**src/rtl/nodesync_pkg.sv**
```systemverilog
package nodesync_pkg;

   typedef enum logic [3:0] {
      NS_IDLE,
      NS_ACQ0_REQ,
      NS_ACQ0_WAIT,
      NS_ACQ1_REQ,
      NS_ACQ1_WAIT,
      NS_JUDGE,
      NS_TRK_REQ,
      NS_TRK_WAIT,
      NS_DROP
   } ns_state_t;

   localparam int ACQ_THRESHOLD = 255;
   localparam int SNR_KNEE      = 480;
   localparam int SNR_THR_HIGH  = 730;
   localparam int SNR_THR_LOW   = 355;
   localparam int SNR_THR_W     = 11;

endpackage

```
**src/rtl/nodesync_snr_thr.sv**
```systemverilog
module nodesync_snr_thr
   import nodesync_pkg::*;
#(
   parameter int CW = 12,
   parameter int SW = 10
) (
   input  logic [SW-1:0] snr_q,
   output logic [CW-1:0] thr
);
   localparam int RW = SNR_THR_W;

   logic [SW+5:0] scaled;
   logic [SW-1:0] drop;
   logic [RW-1:0] raw;

   // 50 = 32 + 16 + 2, then divide by 64
   assign scaled = ({6'd0, snr_q} << 5) + ({6'd0, snr_q} << 4) + ({6'd0, snr_q} << 1);
   assign drop   = SW'(scaled >> 6);

   always_comb begin
      if (32'(snr_q) <= SNR_KNEE) raw = RW'(SNR_THR_HIGH) - RW'(drop);
      else                        raw = RW'(SNR_THR_LOW);
   end

   generate
      if (CW >= RW) begin : g_wide
         assign thr = CW'(raw);
      end else begin : g_clip
         assign thr = (raw > RW'({CW{1'b1}})) ? '1 : CW'(raw);
      end
      if (SW < 1) begin : g_bad_sw
         $error("nodesync_snr_thr: SW must be at least 1");
      end
   endgenerate

endmodule

```
**src/rtl/nodesync_acq_judge.sv**
```systemverilog
module nodesync_acq_judge #(
   parameter int CW = 12,
   parameter int AW = 8
) (
   input  logic          clk,
   input  logic          rst_n,
   input  logic          cap0,
   input  logic          cap1,
   input  logic [CW-1:0] cnt,
   input  logic [AW-1:0] alpha0,
   input  logic [CW-1:0] alpha1,
   output logic          pass,
   output logic          best_one,
   output logic [CW-1:0] smin
);
   logic [CW-1:0] s0_q, s1_q;
   logic [CW-1:0] sep;

   always_ff @(posedge clk or negedge rst_n) begin
      if (!rst_n) begin
         s0_q <= '0;
         s1_q <= '0;
      end else begin
         if (cap0) s0_q <= cnt;
         if (cap1) s1_q <= cnt;
      end
   end

   assign sep      = (s0_q >= s1_q) ? (s0_q - s1_q) : (s1_q - s0_q);
   assign best_one = (s1_q < s0_q);
   assign smin     = best_one ? s1_q : s0_q;
   assign pass     = (sep >= CW'(alpha0)) && (smin < alpha1);

   generate
      if (AW > CW) begin : g_bad_aw
         $error("nodesync_acq_judge: AW must not exceed CW");
      end
   endgenerate

endmodule

```
**src/rtl/nodesync_track_dp.sv**
```systemverilog
module nodesync_track_dp #(
   parameter int CW    = 12,
   parameter int DW    = 8,
   parameter int LW    = 4,
   parameter int KSELW = 2,
   parameter int FRACB = 1
) (
   input  logic             clk,
   input  logic             rst_n,
   input  logic             load,
   input  logic             upd,
   input  logic [CW-1:0]    cnt,
   input  logic [CW-1:0]    smin,
   input  logic [KSELW-1:0] k_sel,
   input  logic [DW-1:0]    delta_s,
   input  logic [LW-1:0]    loss_limit,
   input  logic [CW-1:0]    snr_thr,
   input  logic             snr_en,
   input  logic [CW-1:0]    man_thr,
   input  logic             man_en,
   output logic [CW-1:0]    ts,
   output logic             good,
   output logic             lost
);
   localparam int KSH = (2 ** KSELW) - 1;
   localparam int XIW = CW + KSH;
   localparam int XW  = XIW + FRACB;

   logic [XW-1:0]  xa_q;
   logic [LW:0]    ul_q;
   logic [XIW-1:0] xa_init;
   logic [XW:0]    xa_sum;
   logic [XW-1:0]  xa_next;
   logic [XIW-1:0] xa_int;
   logic [XIW:0]   auto_thr;
   logic [CW-1:0]  auto_sat;
   logic [CW-1:0]  capped;
   logic [LW:0]    ul_inc;

   assign xa_init  = XIW'(smin) << k_sel;
   assign xa_sum   = {1'b0, xa_q} + ((XW + 1)'(cnt) << FRACB);
   assign xa_next  = XW'(xa_sum >> 1);
   assign xa_int   = XIW'(xa_q >> FRACB);
   assign auto_thr = {1'b0, xa_int} + (XIW + 1)'(delta_s);
   assign auto_sat = (auto_thr > (XIW + 1)'({CW{1'b1}})) ? '1 : CW'(auto_thr);
   assign capped   = (snr_en && (snr_thr < auto_sat)) ? snr_thr : auto_sat;
   assign ts       = man_en ? man_thr : capped;
   assign good     = (cnt < ts);
   assign ul_inc   = ul_q + (LW + 1)'(1);
   assign lost     = !good && (ul_inc > (LW + 1)'(loss_limit));

   always_ff @(posedge clk or negedge rst_n) begin
      if (!rst_n) begin
         xa_q <= '0;
         ul_q <= '0;
      end else if (load) begin
         xa_q <= XW'(xa_init) << FRACB;
         ul_q <= '0;
      end else if (upd) begin
         if (good) begin
            xa_q <= xa_next;
            ul_q <= '0;
         end else begin
            ul_q <= ul_inc;
         end
      end
   end

   generate
      if (DW > CW) begin : g_bad_dw
         $error("nodesync_track_dp: DW must not exceed CW");
      end
      if (FRACB < 0 || FRACB > 4) begin : g_bad_frac
         $error("nodesync_track_dp: FRACB out of range");
      end
   endgenerate

endmodule

```
**src/rtl/nodesync_ctrl.sv**
```systemverilog
module nodesync_ctrl
   import nodesync_pkg::*;
#(
   parameter int CW    = 12,
   parameter int SW    = 10,
   parameter int AW    = 8,
   parameter int DW    = 8,
   parameter int LW    = 4,
   parameter int KSELW = 2,
   parameter int FRACB = 1,
   localparam int BLKW = 2 ** KSELW
) (
   input  logic             clk,
   input  logic             rst_n,
   input  logic             timing_lock,
   input  logic             err_done,
   input  logic [CW-1:0]    err_cnt,
   input  logic [SW-1:0]    snr_q,
   input  logic             snr_en,
   input  logic [AW-1:0]    alpha0,
   input  logic [CW-1:0]    alpha1,
   input  logic [DW-1:0]    delta_s,
   input  logic [LW-1:0]    loss_limit,
   input  logic [KSELW-1:0] k_sel,
   input  logic [CW-1:0]    man_thr,
   input  logic             man_en,
   output logic             phase_sel,
   output logic             dec_reset,
   output logic             in_sync,
   output logic [CW-1:0]    dec_thr,
   output logic             win_req,
   output logic [BLKW-1:0]  win_blocks
);
   ns_state_t     state_q, state_d;
   logic          sel_q;
   logic          cap0, cap1, load, upd;
   logic          pass, best_one, good, lost;
   logic [CW-1:0] smin, ts, snr_thr;

   assign cap0 = (state_q == NS_ACQ0_WAIT) && err_done;
   assign cap1 = (state_q == NS_ACQ1_WAIT) && err_done;
   assign load = (state_q == NS_JUDGE) && pass;
   assign upd  = (state_q == NS_TRK_WAIT) && err_done;

   nodesync_acq_judge #(.CW(CW), .AW(AW)) u_judge (
      .clk      (clk),
      .rst_n    (rst_n),
      .cap0     (cap0),
      .cap1     (cap1),
      .cnt      (err_cnt),
      .alpha0   (alpha0),
      .alpha1   (alpha1),
      .pass     (pass),
      .best_one (best_one),
      .smin     (smin)
   );

   nodesync_snr_thr #(.CW(CW), .SW(SW)) u_snr (
      .snr_q (snr_q),
      .thr   (snr_thr)
   );

   nodesync_track_dp #(.CW(CW), .DW(DW), .LW(LW), .KSELW(KSELW), .FRACB(FRACB)) u_track (
      .clk        (clk),
      .rst_n      (rst_n),
      .load       (load),
      .upd        (upd),
      .cnt        (err_cnt),
      .smin       (smin),
      .k_sel      (k_sel),
      .delta_s    (delta_s),
      .loss_limit (loss_limit),
      .snr_thr    (snr_thr),
      .snr_en     (snr_en),
      .man_thr    (man_thr),
      .man_en     (man_en),
      .ts         (ts),
      .good       (good),
      .lost       (lost)
   );

   always_comb begin
      state_d = state_q;
      unique case (state_q)
         NS_IDLE:      if (timing_lock) state_d = NS_ACQ0_REQ;
         NS_ACQ0_REQ:  state_d = NS_ACQ0_WAIT;
         NS_ACQ0_WAIT: if (err_done) state_d = NS_ACQ1_REQ;
         NS_ACQ1_REQ:  state_d = NS_ACQ1_WAIT;
         NS_ACQ1_WAIT: if (err_done) state_d = NS_JUDGE;
         NS_JUDGE:     state_d = pass ? NS_TRK_REQ : NS_DROP;
         NS_TRK_REQ:   state_d = NS_TRK_WAIT;
         NS_TRK_WAIT:  if (err_done) state_d = lost ? NS_DROP : NS_TRK_REQ;
         NS_DROP:      state_d = NS_IDLE;
         default:      state_d = NS_IDLE;
      endcase
   end

   always_ff @(posedge clk or negedge rst_n) begin
      if (!rst_n) begin
         state_q <= NS_IDLE;
         sel_q   <= 1'b0;
      end else begin
         state_q <= state_d;
         if (load) sel_q <= best_one;
      end
   end

   assign in_sync    = (state_q == NS_TRK_REQ) || (state_q == NS_TRK_WAIT);
   assign win_req    = (state_q == NS_ACQ0_REQ) || (state_q == NS_ACQ1_REQ) ||
                       (state_q == NS_TRK_REQ);
   assign dec_reset  = (state_q == NS_DROP);
   assign phase_sel  = in_sync ? sel_q :
                       ((state_q == NS_ACQ1_REQ) || (state_q == NS_ACQ1_WAIT));
   assign dec_thr    = in_sync ? ts : CW'(ACQ_THRESHOLD);
   assign win_blocks = in_sync ? (BLKW'(1) << k_sel) : BLKW'(1);

   generate
      if (CW < 9) begin : g_bad_cw
         $error("nodesync_ctrl: CW must hold the acquisition threshold");
      end
      if (KSELW < 1 || KSELW > 3) begin : g_bad_ksel
         $error("nodesync_ctrl: KSELW out of range");
      end
   endgenerate

endmodule

```
**config.mk**
```make
export PLATFORM = sky130hd
export DESIGN_NAME = nodesync_ctrl
export DESIGN_NICKNAME = d
export VERILOG_FILES = /design/src/rtl/nodesync_pkg.sv /design/src/rtl/nodesync_snr_thr.sv /design/src/rtl/nodesync_acq_judge.sv /design/src/rtl/nodesync_track_dp.sv /design/src/rtl/nodesync_ctrl.sv
export SDC_FILE = /design/constraint.sdc
export NUM_CORES = 1
export LEC_CHECK = 0
export CAP_MARGIN = 0
export CELL_PAD_IN_SITES_DETAIL_PLACEMENT = 0
export CELL_PAD_IN_SITES_GLOBAL_PLACEMENT = 1
export CORE_ASPECT_RATIO = 1.5
export CORE_MARGIN = 2
export CORE_UTILIZATION = 35
export DETAILED_ROUTE_END_ITERATION = 16
export DONT_BUFFER_PORTS = 1
export PLACE_DENSITY_LB_ADDON = 0.05
export REMOVE_ABC_BUFFERS = 1
export SYNTH_ARGS = -nofsm -noshare
export SYNTH_HDL_FRONTEND = slang
export SYNTH_HIERARCHICAL = 1
export SYNTH_SLANG_ARGS = --single-unit
```
**constraint.sdc**
```tcl
create_clock -name clk -period 19.6 [get_ports clk]
set_input_delay 0.98 -clock clk [delete_from_list [all_inputs] [get_ports clk]]
set_output_delay 0.98 -clock clk [all_outputs]
set_load 0.01 [all_outputs]
```
Yosys cells after proc, flatten, opt, wreduce, memory -nomap -nowiden

Cells that the tools add are included.

Add/sub/neg operators: 8
Order comparisons: 9
Equality and inequality tests: 12
Shifts and indexed selects: 2
Mux-type cells: 22
Reductions and logical operators: 17

Operator list:

| operator                                                                          | count |
|---|---|
| 12-bit 2-to-1 mux                                                                 | 6 |
| 16-bit 2-to-1 mux                                                                 | 3 |
| 12-bit < comparator                                                               | 3 |
| 4-bit case mux with 8 select lines                                                | 1 |
| 4-bit 2-to-1 mux                                                                  | 7 |
| 12-bit subtractor                                                                 | 2 |
| 16-bit by 13-bit adder with 17-bit output                                         | 1 |
| 15-bit by 14-bit adder with 16-bit output                                         | 1 |
| 15-bit by 8-bit adder with 16-bit output                                          | 1 |
| 16-bit by 11-bit adder with 16-bit output                                         | 1 |
| 4-bit by 3-bit equality test with 1-bit output, second input constant             | 4 |
| 16-bit by 12-bit greater-than comparator with 1-bit output, second input constant | 1 |
| 5-bit 2-to-1 mux                                                                  | 3 |
| 12-bit by 2-bit left shift with 15-bit output                                     | 1 |
| 12-bit >= comparator                                                              | 1 |
| 12-bit by 8-bit >= comparator with 1-bit output                                   | 1 |
| 11-bit by 12-bit < comparator with 1-bit output                                   | 1 |
| 11-bit 2-to-1 mux                                                                 | 1 |
| 10-bit by 10-bit subtractor with 11-bit output, first input constant              | 1 |
| 10-bit by 9-bit less-or-equal comparator with 1-bit output, second input constant | 1 |
| 4-bit by 2-bit equality test with 1-bit output, second input constant             | 2 |
| 2-bit != test, second input constant                                              | 4 |
| 1-bit logical AND                                                                 | 7 |
| 5-bit by 1-bit adder with 5-bit output, second input constant                     | 1 |
| 11 further kinds                                                                  | 15 |

Register bits after elaboration: 50
Input bits: 74
Output and inout port bits: 20

Logic depth before layout (Yosys ltp)

Gate-level depths: netlist of run 1.

Word-level depth: 14
Depth in mapped cells: 38

By module

The synthesis of run 1 kept the hierarchy.

By module, submodules not included:

| module             | times used | cells each | area an instance (um^2) |
|---|---|---|---|
| nodesync_track_dp  | 1          | 443        | 3477.1 |
| nodesync_acq_judge | 1          | 334        | 2695.1 |
| nodesync_snr_thr   | 1          | 126        | 1017.2 |
| nodesync_ctrl      | 1          | 73         | 555.5 |

Worst setup path after synthesis of run 1

No wires, ideal clock.

Path type: input-to-reg
Start: input port snr_q[0]
End: register state_q[2]
Setup time: 0.083 ns
Data arrival time: 7.699 ns
Data required time: 19.517 ns
Setup slack: 11.819 ns
Stages on the path: 37
Buffers on the path: 3
Cell sequence: inv_1 -> fa_1 -> and3b_1 -> fa_1 -> a21o_2 -> a221oi_4 -> xnor2_1 -> a41oi_1 -> xor2_1 -> nand2_1 -> ha_1 -> o21a_1 -> o21a_1 -> o21ai_0 -> nor2_1 -> nor4b_2 -> o21ai_2 -> a21o_1 -> buf_2 -> buf_2 -> o211a_1 -> a21oi_1 -> ha_1 -> a21o_1 -> a21o_1 -> a21o_1 -> a21oi_1 -> nor2_1 -> a2111oi_0 -> o21ai_0 -> clkbuf_1 -> nor2_1 -> a21oi_1 -> inv_1 -> o22ai_1 -> a21o_1 -> o21ai_0

Longest elaborated chain between the ends: 14
Elaborated cells between the ends (all ways): 15
Those cells by class: 3 x add/sub; 3 x order compare; 6 x mux; 3 x reduce/logical

RTL lines:

| what                                            | line                    | source |
|---|---|---|
| start, declared                                 | nodesync_ctrl.sv:18     | `input logic [SW-1:0] snr_q,` |
| 15-bit by 14-bit adder with 16-bit output       | nodesync_snr_thr.sv:17  | `assign scaled = ({6'd0, snr_q} << 5) + ({6'd0, snr_q} << 4) + ({6'd0, snr_q} << 1);` |
| 16-bit by 11-bit adder with 16-bit output       | nodesync_snr_thr.sv:17  |  |
| 10-bit by 10-bit subtractor with 11-bit output  | nodesync_snr_thr.sv:21  | `if (32'(snr_q) <= SNR_KNEE) raw = RW'(SNR_THR_HIGH) - RW'(drop);` |
| 11-bit 2-to-1 mux *                             | nodesync_snr_thr.sv:21  |  |
| named net snr_thr[6]                            | nodesync_ctrl.sv:38     | `logic [CW-1:0] smin, ts, snr_thr;` |
| 11-bit by 12-bit < comparator with 1-bit output | nodesync_track_dp.sv:46 | `assign capped = (snr_en && (snr_thr < auto_sat)) ? snr_thr : auto_sat;` |
| 1-bit logical AND                               | nodesync_track_dp.sv:46 |  |
| 12-bit 2-to-1 mux *                             | nodesync_track_dp.sv:46 |  |
| 12-bit 2-to-1 mux *                             | nodesync_track_dp.sv:47 | `assign ts = man_en ? man_thr : capped;` |
| 12-bit < comparator *                           | nodesync_track_dp.sv:48 | `assign good = (cnt < ts);` |
| named net good                                  | nodesync_ctrl.sv:37     | `logic pass, best_one, good, lost;` |
| 1-bit zero test *                               | nodesync_track_dp.sv:50 | `assign lost = !good && (ul_inc > (LW + 1)'(loss_limit));` |
| 1-bit logical AND *                             | nodesync_track_dp.sv:50 |  |
| named net lost                                  | nodesync_ctrl.sv:37     |  |
| 4-bit 2-to-1 mux * (2 in series)                | nodesync_ctrl.sv:92     | `NS_TRK_WAIT: if (err_done) state_d = lost ? NS_DROP : NS_TRK_REQ;` |
| 4-bit case mux with 8 select lines *            | nodesync_ctrl.sv:84     | `unique case (state_q)` |
| end signal, assigned                            | nodesync_ctrl.sv:103    | `state_q <= state_d;` |
| end, declared                                   | nodesync_ctrl.sv:34     | `ns_state_t state_q, state_d;` |

The timed path passes the listed nets; every way through them passes the cells marked *. The select of a mux whose other input is x is not followed.
A chain may end at the register's enable or synchronous reset.

Worst setup path in the final report of run 1

Ends and elaborated chain as after synthesis.

==> results.yml, run 1 <==
floorplanning:
  dieArea_mm2: 0.0234
  die_w_um: 125
  core_mm2: 0.0217
  ios: 94
  initial_utilization_pct: 35.7
  die_h_um: 186
  num_rows: 66
synth:
  ys_top_cells_by_area: "ha_1 (17%), dfrtp_1 (16%), nand2_1 (5.3%)"
  ys_seq_area_share_pct: 15.8
  yosys_warnings: 6
  yosysTopAreaCellShare_pct: 17.1
  synth.cells.most_frequent: "nand2_1 (109), ha_1 (106), inv_1 (80), o21ai_0 (70), a21oi_1 (60)"
  synth_top_cell_by_area: "ha_1"
  yosysUniqueCellTypes: 94
  synth.cell_area_mm2: 0.00774
  synthFlopType: "dfrtp_1"
  avgSynthCellArea_um2: 7.94
  yosysMostFrequentCell: "nand2_1"
  synth_edf_count: 0
  synthCells: 976
  postSynth.asyncResetShare_pct: 100
  ys_ff_latch: 49
placed_design:
  io_buffers: 0
  place_congestion: 0.882
  dp_hpwl_mm: 20.7
  placedCellCount: 1200
  place_ws_ns: 11.06
min_path:
  hold_class: "input port to async pin"
worst_setup_path:
  cp.arrival_ns: 8.48
  cp_max_fo: 21
  cp-start-kind: "input port"
  slowest_delay_ns: 0.54
  criticalPathCategory: "input port to flip-flop"
  worst_path_most_repeated_cell: "a21o_1"
  crit_required_ns: 19.82
  crit_path_top_delay_cell: "fa_1"
  worstSetupEndpointType: "flip-flop"
global_routing:
  overflow: 0
  grt_pass1_wl_mm: 40.1
  track_usage_pct: 21.6
  antenna_found_initial: 0
  grt_pass1_vias: 7399
  grt_max_degree: 50
clock_network:
  clock_sinks: 49
  clockBufferDepth: 2
  cts_resized: 0
  numCtsBuffers: 5
  cts_tree: "yes"
  h-tree-depth: 2
  clk_pin_slew_ns: 0.07
  cts-root-buf: "clkbuf_16"
  hold_buffers: 0
  clkLatencyLatePin_ns: 0.30
  cts_setup_buffers: 0
finish:
  drive_gt1_share_pct: 5.13
  nNetsFinal: 1126
  nFillCells: 2330
  multi_input_area_mm2: 0.00593
  final_util_pct: 36.7
  seqCellArea_mm2: 0.00123
  diodes: 0
  fin_cells: 1207
  syn_to_final_growth_pct: 3.05
timing:
  hold_violations: 0
  fin_setup_tns_ns: 0
  fmax_ghz: 0.121
  finalCritPeriodShare_pct: 42.2
  clock_skew_ns: 0.00869
  setup_ws_ns: 11.34
  rsz0062_at_grt: "no"
  worstMarginPinSlew_ns: 1.02
  finalCriticalPeriod_ns: 8.26
  relSlewSlack_pct: 31.0
  finalSetupViolCount: 0
  final_max_slew_viol_count: 0
drt:
  drtPass1Iterations: 5
  drt-total-wl_mm: 25.2
  post-route-drc-count: 0
  antenna_left: 0
  vias: 7033
  drt_iter0_markers: 358
  route.detailed.wl_per_inst_um: 20.9
  vias_per_cell: 5.83
power_and_ir_drop:
  p_total_mw: 1.57
  ir_drop_mv: 0.0606
  p_leak_nw: 3.75
  power_density_mw_per_mm2: 196
outcome:
  status: "finished clean"
flow_run:
  drv_cap: 0
-- layer usage --
layer	up-vias	track usage (%)	share of wire, %
met1	3417	23.2	38
met2	130	43.3	56
li1	3458	-	-
met3	28	2.60	3.2
met5	-	0	0
met4	0	7.20	2.6
-- registers in the layout (all words and copies together) (netlist names) --
name and flops:
sel_q 1, state_q 4, u_judge/s0_q 12, u_judge/s1_q 12, u_track/ul_q 5, u_track/xa_q 15
-- path summary, 6_finish.rpt --
check | cells past startpoint | end | startpoint | slack [ns]
min in group clk | 1 | sel_q$_DFFE_PN0P_ | sel_q$_DFFE_PN0P_ | 0.53
max reg2reg | 33 | state_q[2]$_DFFE_PN0P_ | u_track/xa_q[1]$_DFFE_PN0P_ | 11.70
max in group asynchronous | 0 | state_q[2]$_DFFE_PN0P_ | rst_n | 19.11
min reg2reg | 1 | sel_q$_DFFE_PN0P_ | sel_q$_DFFE_PN0P_ | 0.53
min | 0 | u_track/xa_q[7]$_DFFE_PN0P_ | rst_n | 0.37
max | 35 | state_q[2]$_DFFE_PN0P_ | snr_q[0] | 11.34
-- worst max-delay path, delay by kind of cell --
kind	cells	cell delay (ns)
XOR/XNOR	2	0.35
adder cells (fa/ha/maj)	4	1.60
AO/OA/AOI/OAI	20	4.24
buffers and inverters	3	0.37
AND/OR/NAND/NOR	6	0.94
-- kinds of logic after synthesis --
logic type | synth area share, %
xor gates and xnor gates | 5.09
adders and majority gates | 20.0
buffers and inverters | 7.71
AOI/OAI and AO/OA | 29.7
and+or+nand+nor | 18.3
muxes | 3.34
other | 0.0484
DFF | 15.8
-- cell usage in the layout, fill, tap and decap left out, types with 5 or more instances in the layout --
cell	n
o311ai_1	8
and2_1	11
o31ai_1	6
o211ai_1	14
clkbuf_16	5
nand2_1	109
o21ai_1	5
nand4_1	7
o21ai_0	69
a21boi_0	6
xnor2_1	24
and3_1	11
o211a_1	10
mux2i_1	21
nor2_1	50
a21o_1	31
ha_1	106
inv_1	80
nor2b_1	10
nand2b_1	17
a21oi_1	60
dfrtp_1	49
nand3_1	28
o21a_1	12
a31oi_1	8
a211oi_1	8
o311ai_0	15
xor2_1	21
fa_1	11
-- through the flow --
step	area (µm²)	hold WS, ns
detailed placement	7820	0.507
global route	7980	0.354
CTS	7980	0.358
floorplan	7450	0.483
finish	7980	0.366
global placement	7820	0.509
-- layout make-up --
class                      instances  share of cell area [%]
tap                              272                    4.26
inverter                          81                    3.81
timing repair buffer               3                   0.282
clock buffer                       5                    1.57
sequential                        49                    15.4
clock inverter                     2                   0.439
multi-input combinational        795                    74.3
-- where the power goes --
part           internal, mW  switching (mW)  total [mW]
clock network        0.0595          0.0423       0.102
registers             0.147          0.0614       0.209
logic                 0.502           0.753        1.25
(Power assumes the default switching activity.)
==> run 2, diff against run 1 <==
==> constraint.sdc (replaced) <==
create_clock -name clk -period 8.2 [get_ports clk]
set_input_delay 0.41 -clock clk [delete_from_list [all_inputs] [get_ports clk]]
set_output_delay 0.41 -clock clk [all_outputs]
set_load 0.01 [all_outputs]
==> results.yml, run 2 (synthesis results as in run 1) <==
outcome:
  status: "finished clean"
clock_network:
  clock_sinks: 49
  cts-root-buf: "clkbuf_16"
  clkLatencyLatePin_ns: 0.31
  cts_tree: "yes"
  numCtsBuffers: 5
  clk_pin_slew_ns: 0.07
  clockBufferDepth: 2
  h-tree-depth: 2
timing:
  clock_skew_ns: 0.0154
  rsz0062_at_grt: "no"
  setup_ws_ns: 0.638
  finalCritPeriodShare_pct: 92.2
  hold_violations: 0
  worstMarginPinSlew_ns: 0.937
  fmax_ghz: 0.132
  relSlewSlack_pct: 36.9
  final_max_slew_viol_count: 0
  finalSetupViolCount: 0
  fin_setup_tns_ns: 0
  finalCriticalPeriod_ns: 7.56
worst_setup_path:
  cp.arrival_ns: 7.77
  criticalPathCategory: "input port to flip-flop"
  crit_required_ns: 8.41
  worstSetupEndpointType: "flip-flop"
  cp_max_fo: 19
  worst_path_most_repeated_cell: "a21o_1"
  cp-start-kind: "input port"
  crit_path_top_delay_cell: "fa_1"
  slowest_delay_ns: 0.56
finish:
  seqCellArea_mm2: 0.00123
  top_regs: "u_track/xa_q (15), u_judge/s0_q (12), u_judge/s1_q (12)"
  final_util_pct: 37.4
  nFillCells: 2278
  diodes: 0
  nNetsFinal: 1136
  top_register: "u_track/xa_q"
  final_area_mm2: 0.00811
  layout_commonest_cell: "nand2_1"
  multi_input_area_mm2: 0.00593
  mostFrequentLayoutCells: "nand2_1 (109), ha_1 (106), inv_1 (80), o21ai_0 (69), a21oi_1 (60)"
  syn_to_final_growth_pct: 4.75
  largest_register_ffs: 15
  drive_gt1_share_pct: 6.13
power_and_ir_drop:
  netSwitchingPower_mw: 2.08
  switching_share_pct: 54.1
  combPwrFrac_pct: 79.8
  p_seq_share_pct: 13.0
  internal_power_mw: 1.77
  ir_drop_mv: 0.141
  power_density_mw_per_mm2: 474
  p_leak_nw: 3.82
  p_clk_share_pct: 7.2
  p_total_mw: 3.85
floorplanning:
  die_w_um: 125
  core_mm2: 0.0217
  die_h_um: 186
  ios: 94
  dieArea_mm2: 0.0234
  initial_utilization_pct: 35.7
  num_rows: 66
drt:
  vias_per_cell: 5.83
  drt-total-wl_mm: 25.1
  vias: 7105
  post-route-drc-count: 0
  route.detailed.wl_per_inst_um: 20.6
  drtPass1Iterations: 5
  antenna_left: 0
  drt_iter0_markers: 330
placed_design:
  io_buffers: 0
  dp_hpwl_mm: 20.8
  place_congestion: 0.866
  dpl-instance-area_mm2: 0.00786
  place_ws_ns: 0.271
global_routing:
  grt_max_degree: 50
  overflow: 0
  antenna_found_initial: 0
  grt_pass1_vias: 7272
  grt_pass1_wl_mm: 39.2
  track_usage_pct: 21.2
min_path:
  hold_class: "input port to flip-flop"
flow_run:
  drv_cap: 0
## run 2: per-stage QoR
stage	cells	hold slack (ns)
after floorplan	925	0.114
after global placement	1205	0.117
after detailed placement	1205	0.117
after CTS	1215	0.226
after global routing	1218	0.224
final	1218	0.231
## run 2: layer usage
metal | vias to the layer above | share of wire (%) | GRT usage (%)
li1 | 3491 | - | -
met1 | 3447 | 39 | 22.7
met2 | 142 | 55 | 42.8
met3 | 25 | 3.0 | 2.35
met4 | 0 | 2.7 | 7.07
met5 | - | 0 | 0
## run 2: repair_timing
item                                   in CTS  in global routing
setup buffers                               0                  3
hold buffers                                2                  0
endpoints found under the hold margin      49                  0
setup endpoints to repair                   0                  8
gates resized for setup                     0                  0
## run 2: power by group through the flow
stage	sequential (mW)	clock (mW)	combinational (mW)
floorplan	0.450	0	2.23
global placement	0.502	0	3.00
detailed placement	0.504	0	3.06
CTS	0.500	0.285	3.08
global route	0.524	0.292	3.46
finish	0.501	0.277	3.07
## run 2: final timing paths
path | from | endpoint | slack, ns | depth (start not counted)
min in group asynchronous | rst_n | u_track/xa_q[8]$_DFFE_PN0P_ | 0.61 | 2
min reg2reg | sel_q$_DFFE_PN0P_ | sel_q$_DFFE_PN0P_ | 0.52 | 1
max reg2reg | u_track/xa_q[1]$_DFFE_PN0P_ | state_q[2]$_DFFE_PN0P_ | 0.65 | 33
max in group asynchronous | rst_n | u_judge/s1_q[8]$_DFFE_PN0P_ | 7.31 | 2
min | err_cnt[1] | u_judge/s0_q[1]$_DFFE_PN0P_ | 0.23 | 2
max | snr_q[0] | state_q[2]$_DFFE_PN0P_ | 0.64 | 35
## run 2: final cells by class
class,count,share of cell area [%]
well taps,272,4.19
clock inverters,3,0.848
flip-flops and latches,49,15.1
inverters,81,3.75
repair buffers,13,1.48
multi-input cells,795,73.1
clock buffers,5,1.54
## run 2: critical path, delay by kind of cell
kind	cells	cell delay, ns
AOI/OAI and AO/OA	20	4.15
xor gates and xnor gates	2	0.33
adders and majority gates	4	1.57
buffers and inverters	3	0.34
and+or+nand+nor	6	0.94
==> run 3, diff against run 2 <==
--- a/config.mk
+++ b/config.mk
@@ -10,7 +10,7 @@
 export CELL_PAD_IN_SITES_GLOBAL_PLACEMENT = 1
 export CORE_ASPECT_RATIO = 1.5
 export CORE_MARGIN = 2
-export CORE_UTILIZATION = 35
+export CORE_UTILIZATION = 49
 export DETAILED_ROUTE_END_ITERATION = 16
 export DONT_BUFFER_PORTS = 1
 export PLACE_DENSITY_LB_ADDON = 0.05
==> results.yml, run 3 (synthesis results as in run 1) <==
outcome:
  status: "finished clean"
floorplanning:
  die_h_um: 158
  core_mm2: 0.0156
  num_rows: 56
  die_w_um: 107
  dieArea_mm2: 0.0168
  initial_utilization_pct: 49.8
  ios: 94
finish:
  largest_register_ffs: 15
  drive_gt1_share_pct: 5.94
  final_area_mm2: 0.00796
  top_register: "u_track/xa_q"
  diodes: 0
  top_regs: "u_track/xa_q (15), u_judge/s0_q (12), u_judge/s1_q (12)"
  nNetsFinal: 1133
  syn_to_final_growth_pct: 2.71
  layout_commonest_cell: "nand2_1"
  mostFrequentLayoutCells: "nand2_1 (109), ha_1 (106), inv_1 (80), o21ai_0 (68), a21oi_1 (60)"
placed_design:
  io_buffers: 0
  dp_hpwl_mm: 19.0
  place_congestion: 0.922
  place_ws_ns: 0.259
  dpl-instance-area_mm2: 0.00775
clock_network:
  h-tree-depth: 2
  cts_tree: "yes"
  clock_sinks: 49
  clkLatencyLatePin_ns: 0.29
  cts-root-buf: "clkbuf_16"
  clk_pin_slew_ns: 0.07
  numCtsBuffers: 5
  clockBufferDepth: 2
worst_setup_path:
  worstSetupEndpointType: "flip-flop"
  r2r_start: "u_track/xa_q[1]$_DFFE_PN0P_"
  r2r_setup_slack_ns: 0.74
  cp-start-kind: "flip-flop"
  crit_start: "u_track/xa_q[1]$_DFFE_PN0P_"
  slowest_delay_ns: 0.45
  cp_max_fo: 19
  cp.arrival_ns: 7.69
  r2r-end: "u_track/xa_q[1]$_DFFE_PN0P_"
  endpoint: "u_track/xa_q[1]$_DFFE_PN0P_"
  crit_path_top_delay_cell: "fa_1"
  crit_required_ns: 8.42
  criticalPathCategory: "flip-flop to flip-flop"
  ff2ff_path_depth: 30
drt:
  antenna_left: 0
  drt-total-wl_mm: 23.1
  vias: 7110
  post-route-drc-count: 0
  drtPass1Iterations: 5
  drt_iter0_markers: 441
  route.detailed.wl_per_inst_um: 20.2
  vias_per_cell: 6.20
global_routing:
  antenna_found_initial: 0
  grt_pass1_vias: 7090
  grt_pass1_wl_mm: 36.8
  overflow: 0
  grt_max_degree: 50
  track_usage_pct: 27.7
min_path:
  min_path_cells: 2
  hold_class: "input port to flip-flop"
power_and_ir_drop:
  internal_power_mw: 1.69
  p_total_mw: 3.72
  netSwitchingPower_mw: 2.03
  ir_drop_mv: 0.233
  combPwrFrac_pct: 81.1
  switching_share_pct: 54.6
  p_seq_share_pct: 13.4
  p_clk_share_pct: 5.5
  power_density_mw_per_mm2: 467
  p_leak_nw: 3.78
timing:
  finalSetupViolCount: 0
  fmax_ghz: 0.134
  hold_slack_ns: 0.237
  hold_violations: 0
  relSlewSlack_pct: 46.2
  worstMarginPinSlew_ns: 0.807
  clock_skew_ns: 0.00682
  finalCritPeriodShare_pct: 91.0
  fin_setup_tns_ns: 0
  final_max_slew_viol_count: 0
  setup_ws_ns: 0.735
  finalCriticalPeriod_ns: 7.46
  rsz0062_at_grt: "no"
flow_run:
  drv_cap: 0
==> run 3: cell types whose count changed in the layout (fill, tap and decap cells not counted), sizes merged <==
cell | previous run | this run
buf | 12 | 9
bufinv | 2 | 0
clkinv | 0 | 2
clkinvlp | 0 | 1
inv | 82 | 81
==> run 3: worst min-delay path by stage <==
| stage | start | to | slack, ns |
|---|---|---|---|
| floorplan | rst_n | sel_q$_DFFE_PN0P_ | 0.11 |
| global placement | rst_n | u_judge/s0_q[1]$_DFFE_PN0P_ | 0.12 |
| detailed placement | rst_n | u_judge/s0_q[2]$_DFFE_PN0P_ | 0.12 |
| CTS | err_cnt[6] | u_judge/s1_q[6]$_DFFE_PN0P_ | 0.23 |
| global route | err_cnt[3] | u_judge/s1_q[3]$_DFFE_PN0P_ | 0.23 |
| finish | err_cnt[4] | u_judge/s0_q[4]$_DFFE_PN0P_ | 0.24 |
==> run 3: area by class of cell <==
class                      count  area [µm²]
multi-input combinational    795        5930
tap                          203         254
clock inverter                 3        17.5
fill                        1544        7600
clock buffer                   5         125
sequential                    49        1230
timing repair buffer          10        97.6
inverter                      81         304
==> run 3: routing by layer <==
metal  global-route usage (%)  part of all wire [%]  vias up
li1                         -                     -     3483
met1                     30.4                    38     3390
met2                     52.7                    54      194
met3                     3.42                   4.4       43
met4                     12.5                   4.4        0
met5                        0                     0        -
==> run 3: power groups by stage <==
stage / Sequential, mW / Clock, mW / Combinational (mW)
floorplan: 0.450 / 0 / 2.23
global placement: 0.493 / 0 / 2.88
detailed placement: 0.498 / 0 / 2.96
CTS: 0.496 / 0.212 / 2.98
global route: 0.517 / 0.219 / 3.36
finish: 0.498 / 0.206 / 3.01
==> run 3: critical path: cells and delay by family (launching register included) <==
family | cells | cell delay [ns]
buffers and inverters | 3 | 0.54
adders and majority gates | 4 | 1.28
AOI/OAI and AO/OA | 17 | 3.86
DFF | 1 | 0.44
and+or+nand+nor | 6 | 1.27
==> run 3: what timing repair did <==
action	4_1_cts	5_1_grt
hold buffers	2	0
setup buffers	0	3
hold endpoints to repair	49	0
gates resized for setup	0	3
endpoints found under the setup margin	0	17
==> run 3: through the flow <==
stage / cells / util, %
after floorplan: 925 / -
after global placement: 1133 / 49.8
after detailed placement: 1133 / 49.8
after CTS: 1143 / 51.0
after global routing: 1146 / 51.1
final: 1146 / 51.1
